--- config.mk ---
export PLATFORM = sky130hd
export DESIGN_NAME = uart_dreg_top
export DESIGN_NICKNAME = d
export VERILOG_FILES = /design/src/rtl/uart_dreg_pkg.sv /design/src/rtl/uart_dreg_decode.sv /design/src/rtl/uart_dreg_rx.sv /design/src/rtl/uart_dreg_tx.sv /design/src/rtl/uart_dreg_irq.sv /design/src/rtl/uart_dreg_top.sv
export SDC_FILE = /design/constraint.sdc
export NUM_CORES = 1
export LEC_CHECK = 0
export BUFFER_PORTS_ARGS = -buffer_cell sky130_fd_sc_hd__clkbuf_2
export CAP_MARGIN = 20
export CORE_MARGIN = 2
export CORE_UTILIZATION = 28
export CTS_BUF_LIST = sky130_fd_sc_hd__clkbuf_8
export DETAILED_ROUTE_END_ITERATION = 8
export PLACE_DENSITY = 0.64
export REMOVE_ABC_BUFFERS = 1
export SLEW_MARGIN = 20
export SYNTH_ARGS = -nofsm -noshare
export SYNTH_HDL_FRONTEND = slang
export SYNTH_SLANG_ARGS = --single-unit
--- constraint.sdc ---
create_clock -name clk -period 2 [get_ports clk]
set_input_delay 0.2 -clock clk [delete_from_list [all_inputs] [get_ports clk]]
set_output_delay 0.2 -clock clk [all_outputs]
set_load 0.01 [all_outputs]
--- src/rtl/uart_dreg_pkg.sv ---
package uart_dreg_pkg;

    localparam int UART_DW = 8;

    typedef logic [UART_DW-1:0] byte_t;

    typedef enum logic {
        LEN_8 = 1'b0,
        LEN_7 = 1'b1
    } frame_len_e;

    typedef struct packed {
        logic parity;
        logic overrun;
        logic framing;
    } rx_err_t;

    localparam rx_err_t NO_ERR = '{parity: 1'b0, overrun: 1'b0, framing: 1'b0};

    // Clear the top data bit when the frame carries only 7 bits.
    function automatic byte_t fit_len(input byte_t d, input frame_len_e len);
        byte_t r;
        r = d;
        if (len == LEN_7) begin
            r[UART_DW-1] = 1'b0;
        end
        return r;
    endfunction

    function automatic logic any_err(input rx_err_t e);
        return e.parity | e.overrun | e.framing;
    endfunction

endpackage

--- src/rtl/uart_dreg_decode.sv ---
module uart_dreg_decode
    import uart_dreg_pkg::*;
#(
    parameter int ADDR_W = 4,
    parameter logic [ADDR_W-1:0] DATA_ADDR = 2
) (
    input  logic [ADDR_W-1:0] bus_addr,
    input  logic              bus_wr,
    input  logic              bus_rd,
    input  logic              tx_en,
    input  byte_t             rx_buf,
    output logic              wr_hit,
    output logic              rd_hit,
    output byte_t             rdata
);

    logic addr_match;

    always_comb begin
        addr_match = (bus_addr == DATA_ADDR);
        wr_hit     = bus_wr & addr_match & tx_en;
        rd_hit     = bus_rd & addr_match;
        rdata      = rd_hit ? rx_buf : '0;
    end

endmodule

--- src/rtl/uart_dreg_rx.sv ---
module uart_dreg_rx
    import uart_dreg_pkg::*;
(
    input  logic       clk,
    input  logic       rst,
    input  logic       rx_valid,
    input  byte_t      rx_data,
    input  logic       rx_perr,
    input  logic       rx_ferr,
    input  frame_len_e len,
    input  logic       rd_hit,
    input  logic       err_clr,
    output byte_t      rx_buf,
    output logic       full,
    output rx_err_t    err
);

    byte_t   buf_q;
    logic    full_q;
    rx_err_t err_q;
    rx_err_t err_d;
    logic    store;

    always_comb begin
        store = rx_valid & ~full_q;
        err_d = err_clr ? NO_ERR : err_q;
        if (rx_valid) begin
            if (full_q) begin
                err_d.overrun = 1'b1;
            end else begin
                err_d.parity  = err_d.parity  | rx_perr;
                err_d.framing = err_d.framing | rx_ferr;
            end
        end
    end

    always_ff @(posedge clk) begin
        if (rst) begin
            buf_q  <= '0;
            full_q <= 1'b0;
            err_q  <= NO_ERR;
        end else begin
            err_q <= err_d;
            if (store) begin
                buf_q  <= fit_len(rx_data, len);
                full_q <= 1'b1;
            end else if (rd_hit) begin
                full_q <= 1'b0;
            end
        end
    end

    assign rx_buf = buf_q;
    assign full   = full_q;
    assign err    = err_q;

endmodule

--- src/rtl/uart_dreg_tx.sv ---
module uart_dreg_tx
    import uart_dreg_pkg::*;
(
    input  logic       clk,
    input  logic       rst,
    input  logic       wr_hit,
    input  byte_t      wdata,
    input  frame_len_e len,
    input  logic       tx_ready,
    output logic       tx_load,
    output byte_t      tx_data,
    output logic       empty
);

    byte_t hold_q;
    logic  empty_q;

    assign tx_load = ~empty_q & tx_ready;
    assign tx_data = hold_q;
    assign empty   = empty_q;

    always_ff @(posedge clk) begin
        if (rst) begin
            hold_q  <= '0;
            empty_q <= 1'b1;
        end else begin
            if (wr_hit) begin
                hold_q  <= fit_len(wdata, len);
                empty_q <= 1'b0;
            end else if (tx_load) begin
                empty_q <= 1'b1;
            end
        end
    end

endmodule

--- src/rtl/uart_dreg_irq.sv ---
module uart_dreg_irq (
    input  logic clk,
    input  logic rst,
    input  logic rx_ie,
    input  logic tx_ie,
    input  logic frame_done,
    input  logic rd_hit,
    input  logic err_any,
    input  logic tx_empty,
    output logic irq_rx,
    output logic irq_tx
);

    logic rx_pend_q;

    always_ff @(posedge clk) begin
        if (rst) begin
            rx_pend_q <= 1'b0;
        end else if (frame_done && rx_ie) begin
            rx_pend_q <= 1'b1;
        end else if (rd_hit && !err_any) begin
            rx_pend_q <= 1'b0;
        end
    end

    assign irq_rx = rx_pend_q;
    assign irq_tx = tx_ie & tx_empty;

endmodule

--- src/rtl/uart_dreg_top.sv ---
module uart_dreg_top
    import uart_dreg_pkg::*;
#(
    parameter int ADDR_W = 4,
    parameter logic [ADDR_W-1:0] DATA_ADDR = 2
) (
    input  logic              clk,
    input  logic              rst,
    input  logic [ADDR_W-1:0] bus_addr,
    input  logic              bus_wr,
    input  logic              bus_rd,
    input  logic [7:0]        bus_wdata,
    output logic [7:0]        bus_rdata,
    input  logic              cfg_len7,
    input  logic              cfg_tx_en,
    input  logic              cfg_rx_ie,
    input  logic              cfg_tx_ie,
    input  logic              err_clr,
    input  logic              rx_valid,
    input  logic [7:0]        rx_data,
    input  logic              rx_perr,
    input  logic              rx_ferr,
    input  logic              tx_ready,
    output logic              tx_load,
    output logic [7:0]        tx_data,
    output logic              tx_empty,
    output logic              rx_full,
    output logic              err_parity,
    output logic              err_overrun,
    output logic              err_framing,
    output logic              rx_data_invalid,
    output logic              irq_rx,
    output logic              irq_tx
);

    frame_len_e len;
    logic       wr_hit;
    logic       rd_hit;
    byte_t      rx_buf;
    rx_err_t    err;

    assign len = cfg_len7 ? LEN_7 : LEN_8;

    uart_dreg_decode #(
        .ADDR_W   (ADDR_W),
        .DATA_ADDR(DATA_ADDR)
    ) u_decode (
        .bus_addr(bus_addr),
        .bus_wr  (bus_wr),
        .bus_rd  (bus_rd),
        .tx_en   (cfg_tx_en),
        .rx_buf  (rx_buf),
        .wr_hit  (wr_hit),
        .rd_hit  (rd_hit),
        .rdata   (bus_rdata)
    );

    uart_dreg_rx u_rx (
        .clk     (clk),
        .rst     (rst),
        .rx_valid(rx_valid),
        .rx_data (rx_data),
        .rx_perr (rx_perr),
        .rx_ferr (rx_ferr),
        .len     (len),
        .rd_hit  (rd_hit),
        .err_clr (err_clr),
        .rx_buf  (rx_buf),
        .full    (rx_full),
        .err     (err)
    );

    uart_dreg_tx u_tx (
        .clk     (clk),
        .rst     (rst),
        .wr_hit  (wr_hit),
        .wdata   (bus_wdata),
        .len     (len),
        .tx_ready(tx_ready),
        .tx_load (tx_load),
        .tx_data (tx_data),
        .empty   (tx_empty)
    );

    uart_dreg_irq u_irq (
        .clk       (clk),
        .rst       (rst),
        .rx_ie     (cfg_rx_ie),
        .tx_ie     (cfg_tx_ie),
        .frame_done(rx_valid),
        .rd_hit    (rd_hit),
        .err_any   (any_err(err)),
        .tx_empty  (tx_empty),
        .irq_rx    (irq_rx),
        .irq_tx    (irq_tx)
    );

    assign err_parity      = err.parity;
    assign err_overrun     = err.overrun;
    assign err_framing     = err.framing;
    assign rx_data_invalid = any_err(err);

endmodule

# == After elaboration in Yosys (flattened, before gate mapping) ==
# Cells that the tools add are included.
# op_classes
addsub,0
multipliers,0
div_mod_pow,0
n_lt_le_gt_ge,0
n_eq_ne,1
shift,0
mux,15
n_bitwise,12
reduce_logical,6
# op_table
cell,count
1-bit two-way mux,12
8-bit two-way mux,1
1-bit bitwise AND,6
3-bit two-way mux,2
2-bit nonzero test,3
"4-bit by 2-bit equality test with 1-bit output, second input constant",1
1-bit OR,4
1-bit logical AND,2
1-bit inverter,2
1-bit logical NOT,1
# word_totals
regBits,22
latchBits,0
ram_bits,0
rom_bits,0
inputBits,33
output_inout_bits,25
wordCells,42
n_memories,0

# == Longest topological paths before layout ==
# logic_depth
word_depth,6
ltp_mapped,5
mapped_depth_nobuf,3

# == Hierarchy ==
# Synthesis repeated with hierarchy kept, for this count alone.
# hier_totals
cells_unflattened,111
area_unflattened_um2,979.7
# by_module_without_submodules
mod,n_inst,cells_per_inst,area_per_inst_um2,seq_area_each_um2
uart_dreg_rx,1,50,485.5,240.2
uart_dreg_tx,1,31,332.8,180.2
uart_dreg_decode,1,23,100.1,0.0
uart_dreg_irq,1,6,55.1,20.0
uart_dreg_top,1,1,6.3,0.0

# == Least setup slack after synthesis ==
# OpenSTA, ideal clock, no wires.
# synth_path
path_type,input to output
start,input port bus_addr[0]
end,output port bus_rdata[5]
arrival_ns,0.967
t_required_ns,1.800
slack_ns,0.833
cell_stages,3
path_buffers,1
path_cell_list,nor4b_4 > buf_4 > and3_1
# synth_via
elab_chain_cells,3
# synth_lines
item,line_no,source
"start, declared",uart_dreg_top.sv:9,"input logic [ADDR_W-1:0] bus_addr,"
4-bit by 2-bit equality test with 1-bit output,uart_dreg_decode.sv:20,addr_match = (bus_addr == DATA_ADDR);
1-bit bitwise AND,uart_dreg_decode.sv:22,rd_hit = bus_rd & addr_match;
8-bit two-way mux,uart_dreg_decode.sv:23,rdata = rd_hit ? rx_buf : '0;
"end, declared",uart_dreg_top.sv:13,"output logic [7:0] bus_rdata,"
# No other way between the ends.

# == Worst setup path in the final report ==
# layout_path
start,input port bus_addr[0]
end,output port bus_rdata[1]
# The elaborated chain is that of the path after synthesis.

==> flow_summary.json <==
{
  "status": "complete, no violations",
  "dpl.cell_count": 206,
  "initial_utilization_pct": 29.3,
  "dieArea_um2": 4010,
  "fin_crit_ns": 1.36,
  "final_max_slew_viol_count": 0,
  "critPathCaptureType": "output port",
  "start_kind": "input port",
  "skew_ns": 0.00721,
  "r2r_cells": 3,
  "globalRouteOverflowTotal": 0,
  "grt_pass1_vias": 926,
  "clkLatencyLatePin_ns": 0.26,
  "rsz0062_at_grt": "no",
  "synth_cells": 110,
  "synth_seq_cells": 22,
  "power_leakage_nw": 0.636,
  "synth_ff_type": "dfxtp_1",
  "synth-async-reset-ratio_pct": 0,
  "root_buffer": "clkbuf_8",
  "cts_sinks": 22,
  "ios": 58,
  "synth.most_common_cell": "dfxtp_1",
  "ctsResizeCount": 0,
  "ant_nets": 0,
  "drive_gt1_share_pct": 43.6,
  "crit_type": "in2out",
  "vias": 955,
  "cts_setup_buffers": 0,
  "cap_violations": 0,
  "layout.nets": 198,
  "fin_crit_sh_pct": 67.9,
  "arrival_ns": 1.16,
  "cts.clk_slew.worst_paths_ns": 0.07,
  "antenna_found_initial": 0,
  "max_freq_ghz": 0.736,
  "total_power_mw": 0.843,
  "synth_top_area_share_pct": 44.7,
  "slowest_delay_ns": 0.48,
  "ir_worst_vdd_mv": 0.418,
  "core_area_um2": 3360,
  "syn_area_um2": 986,
  "fillCellCount": 380,
  "wl_per_cell_um": 11.8,
  "die_x_um": 63.3,
  "drc": 0,
  "required_ns": 1.80,
  "grt_max_degree": 31,
  "dp_hpwl_um": 1850,
  "postCtsHoldBufs": 0,
  "vias_per_cell": 4.57,
  "grt_usage_pct": 12.5,
  "ys_seq_area_share_pct": 44.7,
  "yosysUniqueCellTypes": 23,
  "worstHoldPathType": "in2reg",
  "holdPathStages": 3,
  "synth_warnings": 0,
  "hold_viol": 0,
  "portBuffers": 57,
  "cts-buffers-inserted": 3,
  "path_cells": "clkbuf_2 > nor4b_4 > and3_1 > clkbuf_2",
  "cp_top_family": "simple AND/OR/NAND/NOR gates",
  "die_h_um": 63.3,
  "final_cells": 209,
  "dpl_cell_area_um2": 1290,
  "gp_congestion": 0.692,
  "cts-htree-levels": 1,
  "power_density_nw_per_um2": 632,
  "worst_path_max_delay_cell": "nor4b_4",
  "clk_path_buf_depth": 2,
  "slew_headroom_pct": 53.6,
  "worst_pin_slew_ns": 0.694,
  "ys_top_cells_by_count": "dfxtp_1 (22), nand2_1 (15), a21oi_1 (10), nand2b_1 (9)",
  "synth_top_area_cell": "dfxtp_1",
  "crit_top_cell": "clkbuf_2",
  "area_delta_synth_final_pct": 35.4,
  "tns_ns": 0,
  "cp_max_fo": 11,
  "dp_slack_ns": 0.399,
  "num_rows": 21,
  "drtIter0Drc": 27,
  "antennaDiodeCount": 0,
  "avgSynthCellArea_um2": 8.96,
  "grt_first_pass_wirelength_um": 4010,
  "final_design_area_no_fill_um2": 1340,
  "fin_ws_ns": 0.642,
  "synth_edf_count": 0,
  "wl_um": 2460,
  "drt_pass1_iterations": 4,
  "synth.area.top_cells": "dfxtp_1 (45%), o21ai_2 (7.1%), nand4b_1 (6.2%)",
  "cts_tree": "yes",
  "finalSetupViolCount": 0,
  "crit_cells": 4,
  "crit_buf_inv": 2
}
-- routing by layer --
| metal | routed length, um | track usage [%] |
|---|---|---|
| met1 | 1050 | 15.3 |
| met3 | 239 | 3.93 |
| met4 | 36 | 4.89 |
| met2 | 1130 | 20.4 |
| met5 | 0 | 0 |
-- tightest hold or removal path, delay by kind of cell --
kind                   cells  cell delay [ns]
buffers and inverters      1             0.08
AO/OA/AOI/OAI              1             0.05
AND/OR/NAND/NOR            1             0.04
-- logic make-up (layout without fill, tap and decap cells) --
family / count (synthesis) / in the layout / synth area share, %
simple gates: 55 / 55 / 33.5
compound gates: 24 / 24 / 17.1
flops: 22 / 22 / 44.7
buf+inv: 9 / 62 / 4.69
-- layout by cell type (no fill, tap or decap) --
cell type,count
clkbuf_8,3
nor4b_4,1
and2_1,4
buf_4,1
nor2b_1,2
a211oi_1,2
o21bai_2,1
a21oi_1,10
nand2_1,15
a22oi_1,3
nor3b_1,1
inv_1,1
nand4b_1,7
nand3_1,1
nand3b_1,1
clkbuf_2,57
or3_1,1
dfxtp_1,22
o21ai_2,8
nor2_1,5
nand2b_1,9
and3_1,8
-- area by class of cell --
type	count	area, um^2	share of cell area [%]
multi-input combinational	79	499	37.4
timing repair buffer	58	293	21.9
clock buffer	3	41.3	3.09
inverter	1	3.75	0.281
sequential	22	440	33.0
tap	46	57.6	4.31
-- path summary, 6_finish.rpt --
path                       start              to  slack [ns]
setup / recovery     bus_addr[0]    bus_rdata[1]        0.64
hold / removal        rx_data[6]  u_rx.rx_buf[6]        0.16
setup reg to reg       u_rx.full  u_rx.rx_buf[7]        0.69
hold reg to reg   u_rx.rx_buf[2]  u_rx.rx_buf[2]        0.45
-- registers in the layout, indices dropped and copies added (netlist names) --
register and cells:
u_rx.rx_buf 8, u_tx.tx_data 8, u_rx.err 3, u_irq.irq_rx 1
u_rx.full 1, u_tx.empty 1
-- power breakdown --
part / internal (mW) / switching, mW
Sequential: 0.454 / 0.00901
Clock: 0.134 / 0.136
Combinational: 0.0531 / 0.0565
Total: 0.641 / 0.202
-- through the flow --
| step | utilization [%] | hold WS, ns |
|---|---|---|
| 3_5_place_dp | 38.5 | 0.428 |
| 6_report | 39.7 | 0.158 |
| 2_1_floorplan | - | 0.269 |
| 4_1_cts | 39.7 | 0.149 |
| 5_1_grt | 39.7 | 0.151 |
| 3_3_place_gp | 38.5 | 0.424 |
Note: power is estimated with default switching activity, not from simulation.
